## config.mk

```make
export PLATFORM = sky130hd
export DESIGN_NAME = lcs_loop_combiner
export DESIGN_NICKNAME = d
export VERILOG_FILES = /design/src/rtl/lcs_pkg.sv /design/src/rtl/lcs_cm_detect.sv /design/src/rtl/lcs_term_sum.sv /design/src/rtl/lcs_scale_sat.sv /design/src/rtl/lcs_loop_combiner.sv
export SDC_FILE = /design/constraint.sdc
export NUM_CORES = 1
export LEC_CHECK = 0
export ABC_AREA = 1
export ABC_CLOCK_PERIOD_IN_PS = 12500
export BUFFER_PORTS_ARGS = -buffer_cell sky130_fd_sc_hd__buf_4
export CELL_PAD_IN_SITES_DETAIL_PLACEMENT = 1
export CELL_PAD_IN_SITES_GLOBAL_PLACEMENT = 1
export CORE_MARGIN = 5
export CORE_UTILIZATION = 44
export DETAILED_ROUTE_END_ITERATION = 10
export GPL_TIMING_DRIVEN = 0
export PLACE_DENSITY = 0.85
export RECOVER_POWER = 25
export SETUP_SLACK_MARGIN = 0.5
export SLEW_MARGIN = 10
export SYNTH_ARGS = -nofsm -noshare
export SYNTH_HDL_FRONTEND = slang
export SYNTH_HIERARCHICAL = 1
export SYNTH_SLANG_ARGS = --single-unit
```

## constraint.sdc

```tcl
create_clock -name clk -period 12.5 [get_ports clk]
set_input_delay 2.5 -clock clk [delete_from_list [all_inputs] [get_ports clk]]
set_output_delay 2.5 -clock clk [all_outputs]
set_load 0.05 [all_outputs]
```

## src/rtl/lcs_pkg.sv

```systemverilog
package lcs_pkg;

  // Linefeed state codes the combiner decodes
  localparam logic [2:0] LF_FWD_ACTIVE = 3'd1;
  localparam logic [2:0] LF_TIP_OPEN   = 3'd3;
  localparam logic [2:0] LF_REV_ACTIVE = 3'd5;
  localparam logic [2:0] LF_RING_OPEN  = 3'd7;

  // Branch positions in the packed term vector
  localparam int IDX_Q1 = 0;
  localparam int IDX_Q2 = 1;
  localparam int IDX_Q5 = 2;
  localparam int IDX_Q6 = 3;
  localparam int N_BR   = 4;

  function automatic logic q1_killable(input logic [2:0] lf);
    return (lf == LF_FWD_ACTIVE) || (lf == LF_TIP_OPEN);
  endfunction

  function automatic logic q2_killable(input logic [2:0] lf);
    return (lf == LF_REV_ACTIVE) || (lf == LF_RING_OPEN);
  endfunction

  // Open-leg states use the full sum; all other states halve it
  function automatic logic full_sum_state(input logic [2:0] lf);
    return (lf == LF_TIP_OPEN) || (lf == LF_RING_OPEN);
  endfunction

endpackage

```

## src/rtl/lcs_cm_detect.sv

```systemverilog
module lcs_cm_detect #(
  parameter int CM_W = 16
) (
  input  logic [CM_W-1:0] cm_i,
  input  logic [CM_W-1:0] thr_i,
  output logic            high_o
);
  assign high_o = (cm_i > thr_i);
endmodule

```

## src/rtl/lcs_term_sum.sv

```systemverilog
module lcs_term_sum
  import lcs_pkg::*;
#(
  parameter int              DATA_W   = 16,
  parameter int              SUM_W    = DATA_W + 2,
  parameter logic [N_BR-1:0] NEG_MASK = 4'b1010
) (
  input  logic [N_BR-1:0][DATA_W-1:0] br_i,
  input  logic [N_BR-1:0]             kill_i,
  output logic signed [SUM_W-1:0]     sum_o
);
  localparam int EXT_W = SUM_W - DATA_W;

  logic signed [SUM_W-1:0] term [N_BR];

  for (genvar g = 0; g < N_BR; g++) begin : g_term
    logic signed [SUM_W-1:0] ext;
    assign ext = kill_i[g] ? '0 : {{EXT_W{br_i[g][DATA_W-1]}}, br_i[g]};
    if (NEG_MASK[g]) begin : g_neg
      assign term[g] = -ext;
    end else begin : g_pos
      assign term[g] = ext;
    end
  end

  always_comb begin
    sum_o = '0;
    for (int i = 0; i < N_BR; i++) sum_o = sum_o + term[i];
  end

  // Zeroed branches must never both be active at once
  always_comb begin
    assert (!(kill_i[IDX_Q1] && kill_i[IDX_Q2]))
      else $error("AST_SINGLE_KILL: both Q1 and Q2 forced");
  end
endmodule

```

## src/rtl/lcs_scale_sat.sv

```systemverilog
module lcs_scale_sat #(
  parameter int DATA_W = 16,
  parameter int SUM_W  = DATA_W + 2
) (
  input  logic signed [SUM_W-1:0]  sum_i,
  input  logic                     halve_i,
  output logic signed [DATA_W-1:0] res_o
);
  localparam int PAD_W = SUM_W - DATA_W + 1;
  localparam logic signed [SUM_W-1:0] SAT_HI = {{PAD_W{1'b0}}, {(DATA_W-1){1'b1}}};
  localparam logic signed [SUM_W-1:0] SAT_LO = {{PAD_W{1'b1}}, {(DATA_W-1){1'b0}}};

  logic signed [SUM_W-1:0] scaled;

  always_comb begin
    scaled = halve_i ? (sum_i >>> 1) : sum_i;
    if (scaled > SAT_HI)      res_o = SAT_HI[DATA_W-1:0];
    else if (scaled < SAT_LO) res_o = SAT_LO[DATA_W-1:0];
    else                      res_o = scaled[DATA_W-1:0];
  end
endmodule

```

## src/rtl/lcs_loop_combiner.sv

```systemverilog
module lcs_loop_combiner
  import lcs_pkg::*;
#(
  parameter int              DATA_W   = 16,
  parameter int              CM_W     = 16,
  parameter logic [N_BR-1:0] NEG_MASK = 4'b1010
) (
  input  logic                     clk,
  input  logic                     rst,
  input  logic                     in_valid,
  output logic                     in_ready,
  input  logic signed [DATA_W-1:0] in_q1,
  input  logic signed [DATA_W-1:0] in_q2,
  input  logic signed [DATA_W-1:0] in_q5,
  input  logic signed [DATA_W-1:0] in_q6,
  input  logic [2:0]               in_lf_state,
  input  logic [CM_W-1:0]          in_cm,
  input  logic [CM_W-1:0]          in_cm_thr,
  output logic                     out_valid,
  input  logic                     out_ready,
  output logic signed [DATA_W-1:0] out_loop,
  output logic                     out_cm_high
);
  localparam int SUM_W = DATA_W + 2;

  logic                        hold_v;
  logic [N_BR-1:0][DATA_W-1:0] br_q;
  logic [2:0]                  lf_q;
  logic [CM_W-1:0]             cm_q;
  logic [CM_W-1:0]             thr_q;
  logic                        take;
  logic                        cm_hi;
  logic [N_BR-1:0]             kill;
  logic signed [SUM_W-1:0]     sum;

  assign in_ready = !hold_v || out_ready;
  assign take     = in_valid && in_ready;

  always_ff @(posedge clk) begin
    if (rst) begin
      hold_v <= 1'b0;
      br_q   <= '0;
      lf_q   <= '0;
      cm_q   <= '0;
      thr_q  <= '0;
    end else begin
      if (take) begin
        br_q[IDX_Q1] <= in_q1;
        br_q[IDX_Q2] <= in_q2;
        br_q[IDX_Q5] <= in_q5;
        br_q[IDX_Q6] <= in_q6;
        lf_q         <= in_lf_state;
        cm_q         <= in_cm;
        thr_q        <= in_cm_thr;
        hold_v       <= 1'b1;
      end else if (out_ready) begin
        hold_v <= 1'b0;
      end
    end
  end

  lcs_cm_detect #(.CM_W(CM_W)) i_cm (
    .cm_i   (cm_q),
    .thr_i  (thr_q),
    .high_o (cm_hi)
  );

  always_comb begin
    kill         = '0;
    kill[IDX_Q1] = cm_hi && q1_killable(lf_q);
    kill[IDX_Q2] = cm_hi && q2_killable(lf_q);
  end

  lcs_term_sum #(.DATA_W(DATA_W), .SUM_W(SUM_W), .NEG_MASK(NEG_MASK)) i_sum (
    .br_i   (br_q),
    .kill_i (kill),
    .sum_o  (sum)
  );

  lcs_scale_sat #(.DATA_W(DATA_W), .SUM_W(SUM_W)) i_sat (
    .sum_i   (sum),
    .halve_i (!full_sum_state(lf_q)),
    .res_o   (out_loop)
  );

  assign out_valid   = hold_v;
  assign out_cm_high = cm_hi;

  // Assertions
  AST_RESET_CLEAR: assert property (@(posedge clk)
    rst |=> (!out_valid && out_loop == '0 && !out_cm_high));

  AST_ACCEPT_VALID: assert property (@(posedge clk) disable iff (rst)
    (in_valid && in_ready) |=> out_valid);

  AST_HOLD_STABLE: assert property (@(posedge clk) disable iff (rst)
    (out_valid && !out_ready) |=> (out_valid && $stable(out_loop) && $stable(out_cm_high)));

  AST_STALL_BLOCKS: assert property (@(posedge clk) disable iff (rst)
    (out_valid && !out_ready) |-> !in_ready);

  AST_Q1_DROPPED: assert property (@(posedge clk) disable iff (rst)
    (out_valid && out_cm_high && lf_q == LF_FWD_ACTIVE &&
     br_q[IDX_Q2] == '0 && br_q[IDX_Q5] == '0 && br_q[IDX_Q6] == '0) |-> out_loop == '0);

  AST_Q2_DROPPED: assert property (@(posedge clk) disable iff (rst)
    (out_valid && out_cm_high && lf_q == LF_REV_ACTIVE &&
     br_q[IDX_Q1] == '0 && br_q[IDX_Q5] == '0 && br_q[IDX_Q6] == '0) |-> out_loop == '0);
endmodule

```

==> results of run 1 <==
-- synth_stat cells, types with 7 or more instances --
master | count | area share (%)
o21ai_0 | 20 | 1.3
nand2_1 | 271 | 13
xor2_1 | 7 | 0.80
ha_1 | 34 | 5.6
a21oi_1 | 122 | 8.0
buf_6 | 36 | 5.3
inv_1 | 245 | 12
nand3_1 | 113 | 7.4
fa_1 | 33 | 8.6
nor2_1 | 135 | 6.6
dfxtp_1 | 100 | 26
buf_2 | 11 | 0.72
nand2_2 | 9 | 0.74
clkbuf_1 | 14 | 0.69
-- final cells by class --
type                    instances  area, sq um  share of cell area (%)
multi-input cells             769         4180                    46.0
flip-flops and latches        100         2000                    22.1
inverters                     250          938                    10.3
repair buffers                120          901                    9.93
plain buffers                  64          472                    5.20
well taps                     225          282                    3.10
clock buffers                  11          243                    2.67
clock inverters                 5         58.8                   0.648
-- state kept, by name (all words and copies together) (netlist names) --
signal     count
br_q          64
out_valid      1
cm_q          16
lf_q           3
thr_q         16
-- routing by layer --
layer / track usage [%] / up-vias
li1: - / 3818
met1: 27.7 / 3533
met2: 42.1 / 132
met3: 3.34 / 47
met4: 10.0 / 2
met5: 0 / -
-- stage by stage --
stage / util (%) / setup WS, ps / hold WS (ps)
final: 52.8 / 3900 / 480
after global routing: 52.8 / 3460 / 510
after CTS: 53.2 / 3890 / 486
after detailed placement: 51.4 / 4300 / 468
after global placement: 51.4 / 4440 / 460
after floorplan: - / 4680 / 452
-- worst paths after layout --
check                         start                    end  slack, ps
min reg2reg   thr_q[3]$_SDFFE_PP0P_  thr_q[3]$_SDFFE_PP0P_        480
max reg2reg  out_valid$_SDFFE_PP0P_  br_q[15]$_SDFFE_PP0P_      10390
max           thr_q[7]$_SDFFE_PP0P_           out_loop[11]       3900
min           thr_q[3]$_SDFFE_PP0P_  thr_q[3]$_SDFFE_PP0P_        480
-- where the power goes --
| group | switching [mW] | total [mW] | leakage, nW | internal, mW |
|---|---|---|---|---|
| clock network | 0.124 | 0.285 | 0.142 | 0.161 |
| logic | 0.733 | 1.09 | 4.13 | 0.361 |
| registers | 0.0148 | 0.359 | 0.831 | 0.344 |
| total | 0.872 | 1.74 | 5.10 | 0.865 |
-- worst max-delay path: cells and delay by family (launching register included) --
family / cells / cell delay, ps
adders and majority gates: 4 / 1720
AOI/OAI and AO/OA: 3 / 700
and+or+nand+nor: 18 / 2010
DFF: 1 / 350
buffers and inverters: 6 / 980
-- cells by family after synthesis --
family | synth area share [%]
flip-flops | 26.2
buffers and inverters | 19.3
AND/OR/NAND/NOR | 29.2
XOR/XNOR | 1.03
other | 0.0491
AO/OA/AOI/OAI | 9.99
adder cells (fa/ha/maj) | 14.2
==> flow_metrics.tcl, run 1 <==
set metrics [dict create \
    drtAntennaViolNets 0 \
    synth.avg_cell_area_sq_um 6.48 \
    layout-drive-gt1-share_pct 15.0 \
    period_minus_slack_ps 8600 \
    yosys_warnings 6 \
    rows 48 \
    wl_met2_microns 11600 \
    met3_length_microns 982 \
    path_max_fanout 10 \
    pin_count 122 \
    grt_pass1_vias 7855 \
    routed_wl_microns 23000 \
    path_clk_slew_ps 70 \
    place_inst 1528 \
    ys_types 30 \
    core_sq_um 17200 \
    instances_no_fill 1544 \
    port_buffers 120 \
    startpoint_type "flip-flop" \
    cts_root_buf "clkbuf_16" \
    grt_max_degree 17 \
    total_power_mw 1.74 \
    peakVddDrop_v 0.000268 \
    reg2reg_depth 6 \
    fp.dieH_microns 142 \
    dpl-instance-area_sq_um 8840 \
    worst_path_most_repeated_cell "nand2_1" \
    critPathArrivalTime_ps 6100 \
    drc 0 \
    tightest_slew_ps 869 \
    post_drt_wl_per_cell_microns 14.9 \
    layout_commonest_cell "nand2_1" \
    synth-async-reset-ratio_pct 0 \
    setup_viol 0 \
    synth.cell_area_sq_um 7640 \
    holdPathStages 2 \
    dp_hpwl_microns 18800 \
    syn_inst 1179 \
    nets 1484 \
    synth.ff_latch_count 100 \
    drtIter0Drc 252 \
    wl_met1_microns 9640 \
    powerDensity_nw_per_um2 191 \
    maxCapViolations 0 \
    hold_buffers 0 \
    cts_num_sinks 100 \
    area_growth_pct 18.8 \
    place_congestion 0.870 \
    stdcell_area_sq_um 9070 \
    min_path_type "flip-flop to flip-flop" \
    overflow 0 \
    critPathRequiredTime_ps 10000 \
    fmax_ghz 0.116 \
    grt_pass1_wl_microns 38000 \
    relSlewSlack_pct 42.1 \
    fin_setup_tns_ps 0 \
    mostFrequentLayoutCells "271 x nand2_1, 245 x inv_1, 135 x nor2_1" \
    cts_tree "built" \
    clock_path_buffers 2 \
    slew_violations 0 \
    die_w_microns 142 \
    status "finished, final reports clean" \
    p_leak_nw 5.10 \
    max_stage_delay_ps 540 \
    htree_levels 3 \
    period_share_pct 68.8 \
    dieArea_sq_um 20100 \
    ys.flop_type "dfxtp_1" \
    clkLatencyLatePin_ps 350 \
    diodes 0 \
    ys_seq_area_share_pct 26.2 \
    via_per_inst 4.88 \
    grt_usage_pct 23.4 \
    vias 7532 \
    fillers 2412 \
    cts_made_buffers 9 \
    finalHoldViolations 0 \
    finClkSkew_ps 5.18 \
    initial_core_util_pct 44.5 \
    ctsResizeCount 0 \
    synth_edf_count 0 \
    dr.pass1.iters 4 \
    rsz0062_at_grt "false" \
    crit_type "flip-flop to output pin" \
    slowest_stage "fa_1" \
    antenna_found_initial 1 \
    top_layer "met5" \
    postCtsSetupRepairBufs 0 \
    endpoint_kind "output pin" \
]
Note: power is estimated with default switching activity, not from simulation.
==> run 2, diff against run 1 <==
--- a/config.mk
+++ b/config.mk
@@ -6,15 +6,15 @@
 export NUM_CORES = 1
 export LEC_CHECK = 0
 export ABC_AREA = 1
-export ABC_CLOCK_PERIOD_IN_PS = 12500
+export ABC_CLOCK_PERIOD_IN_PS = 6900
 export BUFFER_PORTS_ARGS = -buffer_cell sky130_fd_sc_hd__buf_4
 export CELL_PAD_IN_SITES_DETAIL_PLACEMENT = 1
 export CELL_PAD_IN_SITES_GLOBAL_PLACEMENT = 1
 export CORE_MARGIN = 5
-export CORE_UTILIZATION = 44
+export CORE_UTILIZATION = 37
 export DETAILED_ROUTE_END_ITERATION = 10
 export GPL_TIMING_DRIVEN = 0
-export PLACE_DENSITY = 0.85
+export PLACE_DENSITY = 0.76
 export RECOVER_POWER = 25
 export SETUP_SLACK_MARGIN = 0.5
 export SLEW_MARGIN = 10
==> constraint.sdc (replaced) <==
create_clock -name clk -period 6.9 [get_ports clk]
set_input_delay 1.38 -clock clk [delete_from_list [all_inputs] [get_ports clk]]
set_output_delay 1.38 -clock clk [all_outputs]
set_load 0.05 [all_outputs]
==> flow_metrics.tcl, run 2 (same netlist as run 1, synthesis figures left out) <==
set metrics [dict create \
    relSlewSlack_pct 30.2 \
    p_sw_mw 1.85 \
    post_drt_wl_per_cell_microns 15.5 \
    place_congestion 0.851 \
    dieArea_sq_um 23600 \
    finClkSkew_ps 6.44 \
    rows 52 \
    dp_hpwl_microns 18800 \
    p_sw_share_pct 48.8 \
    drtIter0Drc 305 \
    drc 0 \
    largest_reg_flops 64 \
    fp.dieH_microns 154 \
    p_leak_nw 5.37 \
    finalHoldViolations 0 \
    period_share_pct 93.8 \
    overflow 0 \
    status "finished, final reports clean" \
    rrSetupSlack_ps 4830 \
    clock_path_buffers 2 \
    largest-register "br_q" \
    nets 1514 \
    antenna_found_initial 1 \
    diodes 0 \
    cts_tree "built" \
    core_sq_um 20300 \
    startpoint_type "flip-flop" \
    port_buffers 120 \
    crit_type "flip-flop to output pin" \
    final_util_pct 50.3 \
    via_per_inst 4.72 \
    htree_levels 3 \
    period_minus_slack_ps 6470 \
    die_w_microns 154 \
    critPathArrivalTime_ps 5090 \
    clkLatencyLatePin_ps 350 \
    initial_core_util_pct 37.6 \
    endpoint_kind "output pin" \
    mostFrequentLayoutCells "226 x inv_1, 222 x nand2_1, 127 x buf_4" \
    area_growth_pct 33.7 \
    dpl-instance-area_sq_um 8900 \
    top_regs "br_q (64), cm_q (16), thr_q (16)" \
    rsz0062_at_grt "true" \
    max_stage_delay_ps 540 \
    layout-drive-gt1-share_pct 28.4 \
    path_clk_slew_ps 60 \
    slowest_stage "fa_1" \
    grt_pass1_vias 7825 \
    cts_num_sinks 100 \
    combPwrFrac_pct 70.5 \
    maxCapViolations 0 \
    stdcell_area_sq_um 10200 \
    min_path_type "flip-flop to flip-flop" \
    grt_max_degree 16 \
    grt_usage_pct 19.5 \
    powerDensity_nw_per_um2 372 \
    power_frac_seq_pct 17.3 \
    routed_wl_microns 25000 \
    critPathRequiredTime_ps 5520 \
    intPower_mw 1.94 \
    dr.pass1.iters 4 \
    cts_root_buf "clkbuf_16" \
    path_max_fanout 6 \
    fin_setup_tns_ps 0 \
    tightest_slew_ps 1050 \
    layout_commonest_cell "inv_1" \
    fmax_ghz 0.155 \
    pin_count 122 \
    slew_violations 0 \
    drtAntennaViolNets 0 \
    peakVddDrop_v 0.000264 \
    pwr-share-clk_pct 12.2 \
    worst_path_most_repeated_cell "nand2_1" \
    setup_viol 0 \
    grt_pass1_wl_microns 37800 \
    vias 7640 \
    cts_made_buffers 9 \
]
-- run 2: path summary, 6_finish.rpt --
kind | startpoint | endpoint | depth (start not counted)
setup / recovery | thr_q[6]$_SDFFE_PP0P_ | out_loop[4] | 28
hold / removal | thr_q[5]$_SDFFE_PP0P_ | thr_q[5]$_SDFFE_PP0P_ | 2
setup reg to reg | out_valid$_SDFFE_PP0P_ | br_q[47]$_SDFFE_PP0P_ | 6
hold reg to reg | thr_q[5]$_SDFFE_PP0P_ | thr_q[5]$_SDFFE_PP0P_ | 2
-- run 2: what timing repair did --
action / 4_1_cts / 5_1_grt
pin swaps: 21 / 56
hold endpoints to repair: 0 / 0
hold buffers: 0 / 0
resized for setup: 92 / 144
setup endpoints to repair: 16 / 16
gates cloned: 3 / 1
setup buffers: 11 / 15
-- run 2: power groups by stage --
| stage | Sequential, mW | Combinational (mW) | Clock (mW) |
|---|---|---|---|
| CTS | 0.653 | 2.29 | 0.476 |
| floorplan | 0.654 | 1.47 | 0 |
| detailed placement | 0.663 | 1.99 | 0 |
| finish | 0.657 | 2.67 | 0.465 |
| global placement | 0.661 | 1.95 | 0 |
| global route | 0.662 | 2.87 | 0.496 |
-- run 2: layout make-up --
cell class | count | area (sq um)
sequential | 100 | 2020
clock inverter | 4 | 28.8
inverter | 250 | 946
buffer | 64 | 513
timing repair buffer | 150 | 1250
tap | 270 | 338
multi-input combinational | 769 | 4880
clock buffer | 10 | 229
fill | 2641 | 10100
-- run 2: metal layers --
| layer | up-vias | global-route usage (%) | part of all wire [%] |
|---|---|---|---|
| li1 | 3881 | - | - |
| met1 | 3606 | 23.8 | 43 |
| met2 | 118 | 36.1 | 52 |
| met3 | 35 | 2.56 | 2.7 |
| met4 | 0 | 5.30 | 2.0 |
| met5 | - | 0 | 0 |
-- run 2: metrics by stage --
step / cells / power (mW) / hold slack, ps / setup WS [ps]
after floorplan: 1183 / 2.12 / 452 / 680
after global placement: 1573 / 2.61 / 463 / 165
after detailed placement: 1573 / 2.65 / 468 / 76.2
after CTS: 1601 / 3.41 / 477 / 516
after global routing: 1617 / 4.03 / 493 / 209
final: 1617 / 3.80 / 471 / 429
-- run 2: worst max-delay path: cells and delay by family (launching register included) --
kind	cells	cell delay, ps
compound gates	5	810
buf+inv	8	860
simple gates	11	1100
flops	1	330
fa+ha+maj	4	1640
